**src/rtl/fx_pkg.sv**
```systemverilog
package fx_pkg;
  typedef struct packed {
    logic fullWidth;   // length code aliases to whole container
    logic truncTop;    // field clipped at the container MSB
    logic fillSign;    // replicate field MSB above the field
  } fx_strobe_t;
endpackage

```
**src/rtl/fx_ctrl.sv**
```systemverilog
module fx_ctrl
  import fx_pkg::*;
#(
  parameter int DATA_W = 64,
  localparam int OFF_W = $clog2(DATA_W),
  localparam int LEN_W = OFF_W + 1
) (
  input  logic [OFF_W-1:0] offIn,
  input  logic [LEN_W-1:0] lenCode,
  input  logic             isSigned,
  output fx_strobe_t       strobe,
  output logic [LEN_W-1:0] effLen
);
  localparam logic [LEN_W-1:0] FULL_LEN = LEN_W'(DATA_W);

  logic [LEN_W-1:0] reqLen;
  logic [LEN_W-1:0] availLen;

  always_comb begin
    strobe.fullWidth = (lenCode == '0) || (lenCode >= FULL_LEN);
    reqLen           = strobe.fullWidth ? FULL_LEN : lenCode;
    availLen         = FULL_LEN - {1'b0, offIn};
    strobe.truncTop  = reqLen >= availLen;
    strobe.fillSign  = isSigned;
    effLen           = strobe.truncTop ? availLen : reqLen;
  end
endmodule

```
**src/rtl/fx_maskgen.sv**
```systemverilog
module fx_maskgen #(
  parameter int DATA_W = 64,
  localparam int LEN_W = $clog2(DATA_W) + 1
) (
  input  logic [LEN_W-1:0]  effLen,
  output logic [DATA_W-1:0] fieldMask
);
  // greater-than decoder: bit i is kept while i < effLen
  for (genvar i = 0; i < DATA_W; i++) begin : g_cmp
    assign fieldMask[i] = LEN_W'(i) < effLen;
  end
endmodule

```
**src/rtl/fx_datapath.sv**
```systemverilog
module fx_datapath
  import fx_pkg::*;
#(
  parameter int DATA_W = 64,
  localparam int OFF_W = $clog2(DATA_W),
  localparam int LEN_W = OFF_W + 1
) (
  input  logic [DATA_W-1:0] din,
  input  logic [OFF_W-1:0]  offIn,
  input  logic [LEN_W-1:0]  effLen,
  input  fx_strobe_t        strobe,
  output logic [DATA_W-1:0] dout
);
  logic [DATA_W-1:0] stage [OFF_W+1];
  logic [DATA_W-1:0] fieldMask;
  logic [OFF_W-1:0]  topIdx;
  logic              signBit;
  logic              unusedStrobe;

  assign stage[0] = din;
  for (genvar s = 0; s < OFF_W; s++) begin : g_shift
    assign stage[s+1] = offIn[s] ? (stage[s] >> (1 << s)) : stage[s];
  end

  fx_maskgen #(.DATA_W(DATA_W)) u_mask (
    .effLen   (effLen),
    .fieldMask(fieldMask)
  );

  assign topIdx       = OFF_W'(effLen - LEN_W'(1));
  assign signBit      = stage[OFF_W][topIdx];
  assign unusedStrobe = strobe.fullWidth ^ strobe.truncTop;

  assign dout = (stage[OFF_W] & fieldMask)
              | ((strobe.fillSign && signBit) ? ~fieldMask : '0);
endmodule

```
**src/rtl/fx_extract_unit.sv**
```systemverilog
module fx_extract_unit
  import fx_pkg::*;
#(
  parameter int DATA_W = 64
) (
  input  logic [DATA_W-1:0] din,
  input  logic [DATA_W-1:0] ctl,
  input  logic              isSigned,
  output logic [DATA_W-1:0] dout
);
  localparam int OFF_W = $clog2(DATA_W);
  localparam int LEN_W = OFF_W + 1;
  localparam int LEN_LO = DATA_W / 2;

  fx_strobe_t       strobe;
  logic [LEN_W-1:0] effLen;
  logic             unusedCtl;

  assign unusedCtl = ^ctl;

  fx_ctrl #(.DATA_W(DATA_W)) u_ctrl (
    .offIn   (ctl[OFF_W-1:0]),
    .lenCode (ctl[LEN_LO +: LEN_W]),
    .isSigned(isSigned),
    .strobe  (strobe),
    .effLen  (effLen)
  );

  fx_datapath #(.DATA_W(DATA_W)) u_dp (
    .din   (din),
    .offIn (ctl[OFF_W-1:0]),
    .effLen(effLen),
    .strobe(strobe),
    .dout  (dout)
  );
endmodule

```
**config.mk**
```make
export PLATFORM = sky130hd
export DESIGN_NAME = fx_extract_unit
export DESIGN_NICKNAME = d
export VERILOG_FILES = /design/src/rtl/fx_pkg.sv /design/src/rtl/fx_ctrl.sv /design/src/rtl/fx_maskgen.sv /design/src/rtl/fx_datapath.sv /design/src/rtl/fx_extract_unit.sv
export SDC_FILE = /design/constraint.sdc
export NUM_CORES = 1
export LEC_CHECK = 0
export ABC_AREA = 1
export BUFFER_PORTS_ARGS = -buffer_cell sky130_fd_sc_hd__buf_2
export CORE_ASPECT_RATIO = 1.25
export CORE_UTILIZATION = 50
export DETAILED_ROUTE_END_ITERATION = 7
export GPL_TIMING_DRIVEN = 1
export PLACE_DENSITY = 0.88
export SETUP_SLACK_MARGIN = 0.1
export SLEW_MARGIN = 10
export SYNTH_ARGS = -nofsm -noshare
export SYNTH_HDL_FRONTEND = slang
export SYNTH_SLANG_ARGS = --single-unit
```
**constraint.sdc**
```tcl
create_clock -name vclk -period 8.84
set_input_delay 0.884 -clock vclk [all_inputs]
set_output_delay 0.884 -clock vclk [all_outputs]
set_load 0.05 [all_outputs]
```
Word-level counts from Yosys, hierarchy flattened
Index checks and enable logic that the tools add are counted.
{ "word_totals": {"latchBits": 0, "reg_bits": 0, "inputBits": 129, "output_inout_bits": 64, "memories": 0, "romBits": 0, "ramBits": 0} }
{ "op_classes": {"n_reduce_logical": 3, "eq_ne": 0, "n_addsub": 2, "n_mul": 0, "n_lt_le_gt_ge": 67, "n_div": 0, "shifts": 0, "muxes": 11, "n_bitwise": 3} }
{ "ops": {"columns": ["cell", "n"], "rows": [
  ["$mux 64", 7],
  ["$lt 6x7->1 const A", 32],
  ["$lt 5x7->1 const A", 16],
  ["$and 64x64->64", 1],
  ["$not 64->64", 1],
  ["$or 64x64->64", 1],
  ["$lt 4x7->1 const A", 8],
  ["$lt 3x7->1 const A", 4],
  ["$lt 1x7->1 const A", 2],
  ["$lt 2x7->1 const A", 2],
  ["$mux 7", 2],
  ["$ge 7x7->1", 1],
  ["$ge 7x7->1 const B", 1],
  ["$logic_not 7->1", 1],
  ["$lt 6x7->1 const B", 1],
  ["$sub 7x6->7 const A", 1],
  ["$bmux 1 s6", 1],
  ["$sub 6x1->6 const B", 1],
  ["$logic_and 1x1->1", 1],
  ["$logic_or 1x1->1", 1],
  ["$mux 1", 1]
]} }

Depth between registers and ports, before layout
Gate-level depths: netlist of the first run.
{ "logic_depth": {"word_depth": 11, "depth_mapped": 30} }

By module
From an unflattened synthesis of the first run, not the netlist that was laid out.
{ "unflattened": {"cells_unflattened": 1516, "hier_area_um2": 7596.0} }
{ "by_module_without_submodules": {"columns": ["mod", "cells_per_inst", "instances", "area_each_um2"], "rows": [
  ["fx_datapath", 1284, 1, 6488.7],
  ["fx_maskgen", 139, 1, 604.3],
  ["fx_ctrl", 93, 1, 503.0]
]} }

Worst setup path before layout of the first run
Ideal clock, no wire load.
{ "synth_path": {"path_type": "input to output", "startpoint": "in ctl[1]", "endpoint": "out dout[13]", "setup_slack_ps": 2594, "arrival_ps": 5362, "n_path_buf": 9, "required_ps": 7956, "stages": 29, "cell_sequence": "buf_2 > inv_2 > buf_2 > buf_2 > ha_1 > nand2_1 > xor2_1 > ha_1 > nand2_1 > nand2_1 > a21oi_2 > nand3_4 > buf_6 > nand2_1 > nand2_2 > buf_4 > buf_6 > ha_1 > clkbuf_1 > inv_1 > clkbuf_1 > nand3_1 > nand3_1 > nand3_1 > nand3_1 > a21oi_4 > buf_2 > nand3_1 > nand2_1"} }
{ "synth_via": {"elab_chain_len": 10, "elab_cells_between_ends": 17} }
{ "synth_lines": {"columns": ["element", "line", "text"], "rows": [
  ["start: declaration", "fx_extract_unit.sv:7", "input logic [DATA_W-1:0] ctl,"],
  ["parallel branches: the longest is 9 deep, another holds $sub 7x6->7", null, null],
  ["$or 64x64->64 *", "fx_datapath.sv:35", "| ((strobe.fillSign && signBit) ? ~fieldMask : '0);"],
  ["end: declaration", "fx_extract_unit.sv:9", "output logic [DATA_W-1:0] dout"]
]} }
Every way passes the cells marked *. The select of a mux whose other input is x is not followed.

Final worst setup path of the first run
{ "layout_path": {"startpoint": "in ctl[4]", "endpoint": "out dout[41]"} }
{ "layout_via": {"elab_chain_len": 9, "elab_cells_between_ends": 14} }
{ "layout_lines": {"columns": ["element", "line", "text"], "rows": [
  ["$sub 7x6->7", "fx_ctrl.sv:22", "availLen = FULL_LEN - {1'b0, offIn};"],
  ["$ge 7x7->1", "fx_ctrl.sv:23", "strobe.truncTop = reqLen >= availLen;"],
  ["$mux 7", "fx_ctrl.sv:25", "effLen = strobe.truncTop ? availLen : reqLen;"],
  ["$sub 6x1->6", "fx_datapath.sv:30", "assign topIdx = OFF_W'(effLen - LEN_W'(1));"],
  ["$bmux 1 s6", "fx_datapath.sv:31", "assign signBit = stage[OFF_W][topIdx];"],
  ["$mux 1 (implied by the code)", "fx_datapath.sv:31", null],
  ["$logic_and 1x1->1", "fx_datapath.sv:35", null],
  ["$mux 64", "fx_datapath.sv:35", null],
  ["$or 64x64->64 *", "fx_datapath.sv:35", null]
]} }
Mark *: on every way between the ends. The rest lies on a longest branch, timed or not. The select of a mux whose other input is x is not followed.

==> results of run 1 <==
==> metal layers <==
| layer | global-route usage [%] | wire (um) | vias up |
|---|---|---|---|
| met1 | 48.54 | 10770 | 4735 |
| met2 | 68.99 | 13060 | 838 |
| met4 | 32.06 | 2368 | 0 |
| li1 | - | - | 4949 |
| met3 | 8.185 | 3670 | 179 |
| met5 | 0 | 0 | - |
==> cell families (layout without fill, tap and decap cells) <==
group	after synthesis	count (layout)	synth area share, %
AO/OA/AOI/OAI	81	81	7.366
XOR/XNOR	4	4	0.5316
adder cells (fa/ha/maj)	9	9	1.708
buffers and inverters	188	239	12.00
AND/OR/NAND/NOR	1110	1110	78.40
==> cell usage in the layout, fill, tap and decap left out, drive strengths merged <==
| cell type | Yosys | routed |
|---|---|---|
| o21a | 1 | 1 |
| nand4 | 25 | 25 |
| or2 | 9 | 9 |
| buf | 68 | 156 |
| and2 | 1 | 1 |
| o221ai | 1 | 1 |
| nand2 | 351 | 351 |
| a21oi | 37 | 37 |
| clkinv | 0 | 1 |
| nor2 | 54 | 54 |
| xor2 | 3 | 3 |
| o21ai | 28 | 28 |
| nor3 | 2 | 2 |
| o211ai | 14 | 14 |
| ha | 9 | 9 |
| nand3b | 16 | 16 |
| inv | 83 | 82 |
| nand3 | 652 | 652 |
| xnor2 | 1 | 1 |
==> path summary, 6_finish.rpt <==
check | from | endpoint
hold / removal | isSigned | dout[23]
setup / recovery | ctl[4] | dout[41]
==> critical path, delay by kind of cell <==
family / cells / cell delay [ns]
XOR/XNOR: 1 / 0.32
buffers and inverters: 5 / 2.21
AND/OR/NAND/NOR: 10 / 1.17
adder cells (fa/ha/maj): 2 / 1.01
AO/OA/AOI/OAI: 4 / 1.12
==> layout make-up <==
class | instances | area share, %
repair buffers | 156 | 11.73
multi-input cells | 1204 | 80.99
well taps | 168 | 2.932
inverters | 83 | 4.346
==> cells in the mapped netlist (all sizes together) <==
master and instances:
or2 9, clkbuf 37, nand3 652, buf 68, nand2 351, xnor2 1
o211ai 14, inv 83, nor2 54, nand4 25, o21a 1, and2 1
nand3b 16, o21ai 28, xor2 3, nor3 2, a21oi 37, o221ai 1
ha 9
==> where the power goes <==
part           internal [uW]  switching, uW
Sequential                 0              0
Clock                      0              0
Combinational            235            721
==> per-stage QoR <==
| stage | hold slack, ns | area [um^2] | total power [uW] | util, % |
|---|---|---|---|---|
| floorplan | 2.247 | 6591 | 697.0 | - |
| global placement | 2.433 | 7168 | 918.4 | 56.10 |
| detailed placement | 2.428 | 7168 | 922.2 | 56.10 |
| CTS | 2.429 | 7168 | 926.4 | 56.10 |
| global route | 2.467 | 7168 | 1017 | 56.10 |
| finish | 2.451 | 7168 | 956.5 | 56.10 |
==> results.toml, run 1 <==
[timing]
final.min_clock_period_ns = 7.638
worst_slack_ns = 1.202
finalSetupViolCount = 0
hold_violations = 0
max_freq_mhz = 130.9
rsz0062_at_grt = "false"
setup_tns_ns = 0
min_period_over_period_pct = 86.41
relSlewSlack_pct = 24.86
worstMarginPinSlew_ns = 1.127
final_max_slew_viol_count = 0

[placed_design]
pre_cts_ws_ns = 1.389
post-dp-hpwl_um = 22420
placed_cells_incl_taps = 1611
place.gp.congestion = 1.059
io_buffers = 142

[grt]
grt_max_degree = 82
grt_usage_pct = 41.93
grt-ovfl-total = 0
grt_pass1_vias = 9211
antenna_found_initial = 0
grt_pass1_wl_um = 46060

[pwr]
leakagePower_uw = 0.003826
p_per_area_nw_per_um2 = 133.4
ir_drop_v = 0.0001180

[setup_path]
worst_ep_arrival_time_ns = 6.75
critPathCaptureType = "primary output"
crit_slowest_cell = "buf_2"
path_cells = "buf_2, clkinv_1, xor2_1, ha_1, nand2_1, nand2_1, a21oi_2, nand3_4, o21ai_2, ha_1, inv_1, nand3_1, nand3_1, nand2_1, nor2_1, nor2_1, a21oi_1, a21oi_4, buf_12, nand3_1, nand2_1, buf_2"
start_kind = "primary input"
critPathMaxFanout = 58
cp_slowest_stage_delay_ns = 0.76
crit_type = "primary input to primary output"
cp.required_ns = 7.96
cpMostUsedCell = "nand2_1"

[synth]
synth.net_count = 1530
synth_area_leaders = "nand3_1, nand2_1, inv_1, nor2_1, a21oi_1"
yosysSeqAreaShare_pct = 0
syn_avg_cell_area_um2 = 4.735
syn_area_um2 = 6591
synth_largest_area_cell = "nand3_1"
synth_top_area_share_pct = 49.35
synth_cells = 1392
synth_cell_types = 34
ys.warnings.count = 0

[layout]
antenna_cells = 0
clockBufferCount = 0
seq_area_um2 = 0
seq_cell_count = 0
num-fill-cells = 1426
final_cells = 1611
layout.nets = 1583
multi_input_comb_area_um2 = 5806
syn_to_final_growth_pct = 8.751
layout-drive-gt1-share_pct = 13.17

[floorplan]
die_area_um2 = 13650
die_w_um = 104.7
core_area_um2 = 12780
die_y_um = 130.4
initial_core_util_pct = 51.59
rows = 46
io_pins = 193

[clock_tree]
cts_setup_buffers = 0
cts_resized = 0
hold_buffers = 0

[detailed_routing]
routed_via_density = 6.642
dr.pass1.iters = 7
ant_nets = 0
avgRoutedWirePerCell_um = 18.54
wirelength_um = 29870
drc_errors = 0
route.vias.total = 10701
drt_iter0_markers = 1499

[run_status]
status = "finished clean"

[job]
maxCapViolations = 0

[worst_hold_path]
hp-class = "primary input to primary output"
hold_depth = 6
(Power assumes the default switching activity.)
==> run 2: changes to the inputs <==
Settings changed: CORE_UTILIZATION 50 to 35, PLACE_DENSITY 0.88 to default.
==> results.toml, run 2 (same netlist as run 1, synthesis figures left out) <==
[run_status]
status = "finished with violations"
violations = "DRC"

[timing]
worstMarginPinSlew_ns = 1.053
final.min_clock_period_ns = 7.390
min_period_over_period_pct = 83.60
fin_hold_ws_ns = 2.478
max_freq_mhz = 135.3
finalSetupViolCount = 0
rsz0062_at_grt = "false"
setup_tns_ns = 0
final_max_slew_viol_count = 0
relSlewSlack_pct = 29.83
hold_violations = 0

[setup_path]
start_kind = "primary input"
worst-path-buf-inv = 6
cp.required_ns = 7.96
cp.depth = 21
crit_family = "buffers and inverters"
critPathMaxFanout = 58
crit_type = "primary input to primary output"
cpMostUsedCell = "nand3_1"
path_cells = "buf_2, clkinv_1, xor2_1, ha_1, nand2_1, nand2_1, a21oi_2, nand3_4, o21ai_2, ha_1, buf_4, inv_1, nand3_1, nand3_1, nand3_1, nand3_1, nand3_2, buf_4, nand3_1, nand2_1, buf_2"
critPathCaptureType = "primary output"
worst_ep_arrival_time_ns = 6.51
cp_slowest_stage_delay_ns = 0.76
crit_slowest_cell = "buf_2"

[floorplan]
die_y_um = 155.4
initial_core_util_pct = 36.01
die_w_um = 124.7
io_pins = 193
rows = 55
core_area_um2 = 18310
die_area_um2 = 19390

[layout]
final_core_util_pct = 39.58
clockBufferCount = 0
antenna_cells = 0
syn_to_final_growth_pct = 9.928
layout.nets = 1585
mostFrequentLayoutCell = "nand3_1"
layout-drive-gt1-share_pct = 13.29
seq_cell_count = 0
layout_common_cells = "nand3_1, nand2_1, buf_2"
seq_area_um2 = 0

[pwr]
p_sw_uw = 713.7
swShare_pct = 75.31
internal_power_uw = 233.9
seqPwrFrac_pct = 0
leakagePower_uw = 0.003826
p_per_area_nw_per_um2 = 130.8
combPwrFrac_pct = 100.0
ir_drop_v = 0.0001173
clockPowerShare_pct = 0

[grt]
grt_usage_pct = 30.47
grt-ovfl-total = 0
antenna_found_initial = 0
grt_pass1_vias = 8946
grt_pass1_wl_um = 47690
grt_max_degree = 82

[detailed_routing]
drc_errors = 18
wirelength_um = 30670
wl_met2_um = 13920
avgRoutedWirePerCell_um = 18.33
ant_nets = 0
dr.pass1.iters = 8
drt_iter0_markers = 1554
drt-met1-wl_um = 12640
route.vias.total = 10381
routed_via_density = 6.205
wl_met3_um = 2638
top_layer_used = "met4"

[placed_design]
post-dp-hpwl_um = 23930
place.gp.congestion = 1.010
io_buffers = 142

[clock_tree]
cts_setup_buffers = 0
hold_buffers = 0
cts_resized = 0

[worst_hold_path]
hp-class = "primary input to primary output"
hold_depth = 6

[job]
maxCapViolations = 0
[run 2: cell count changes in the layout (fill, tap and decap cells not counted)]
| cell | delta |
|---|---|
| buf_12 | -1 |
| clkinv_1 | +1 |
| buf_4 | +3 |
| inv_1 | -1 |
[run 2: final timing paths]
| path | startpoint | end | slack (ns) |
|---|---|---|---|
| max | ctl[4] | dout[29] | 1.45 |
| min | isSigned | dout[4] | 2.48 |
[run 2: cell type report]
| type | instances | area [um^2] |
|---|---|---|
| timing repair buffer | 158 | 843.3 |
| inverter | 83 | 311.5 |
| fill | 2195 | 11060 |
| tap | 228 | 285.3 |
| multi-input combinational | 1204 | 5806 |
[run 2: stage by stage]
stage	setup WS, ns	area (um^2)	power [uW]	std cells
floorplan	2.594	6591	697.0	1392
global placement	1.567	7246	927.9	1673
detailed placement	1.574	7246	927.1	1673
CTS	1.537	7246	931.4	1673
global route	1.052	7246	1016	1673
finish	1.450	7246	947.6	1673
[run 2: power groups by stage]
stage	sequential (uW)	combinational [uW]	clock, uW
global placement	0	928	0
global route	0	1020	0
CTS	0	931	0
detailed placement	0	927	0
finish	0	948	0
floorplan	0	697	0
[run 2: routing by layer]
layer | global-route usage [%] | vias to the layer above
met4 | 13.11 | 0
met3 | 1.513 | 84
met2 | 51.52 | 599
met5 | 0 | -
li1 | - | 4945
met1 | 40.20 | 4753
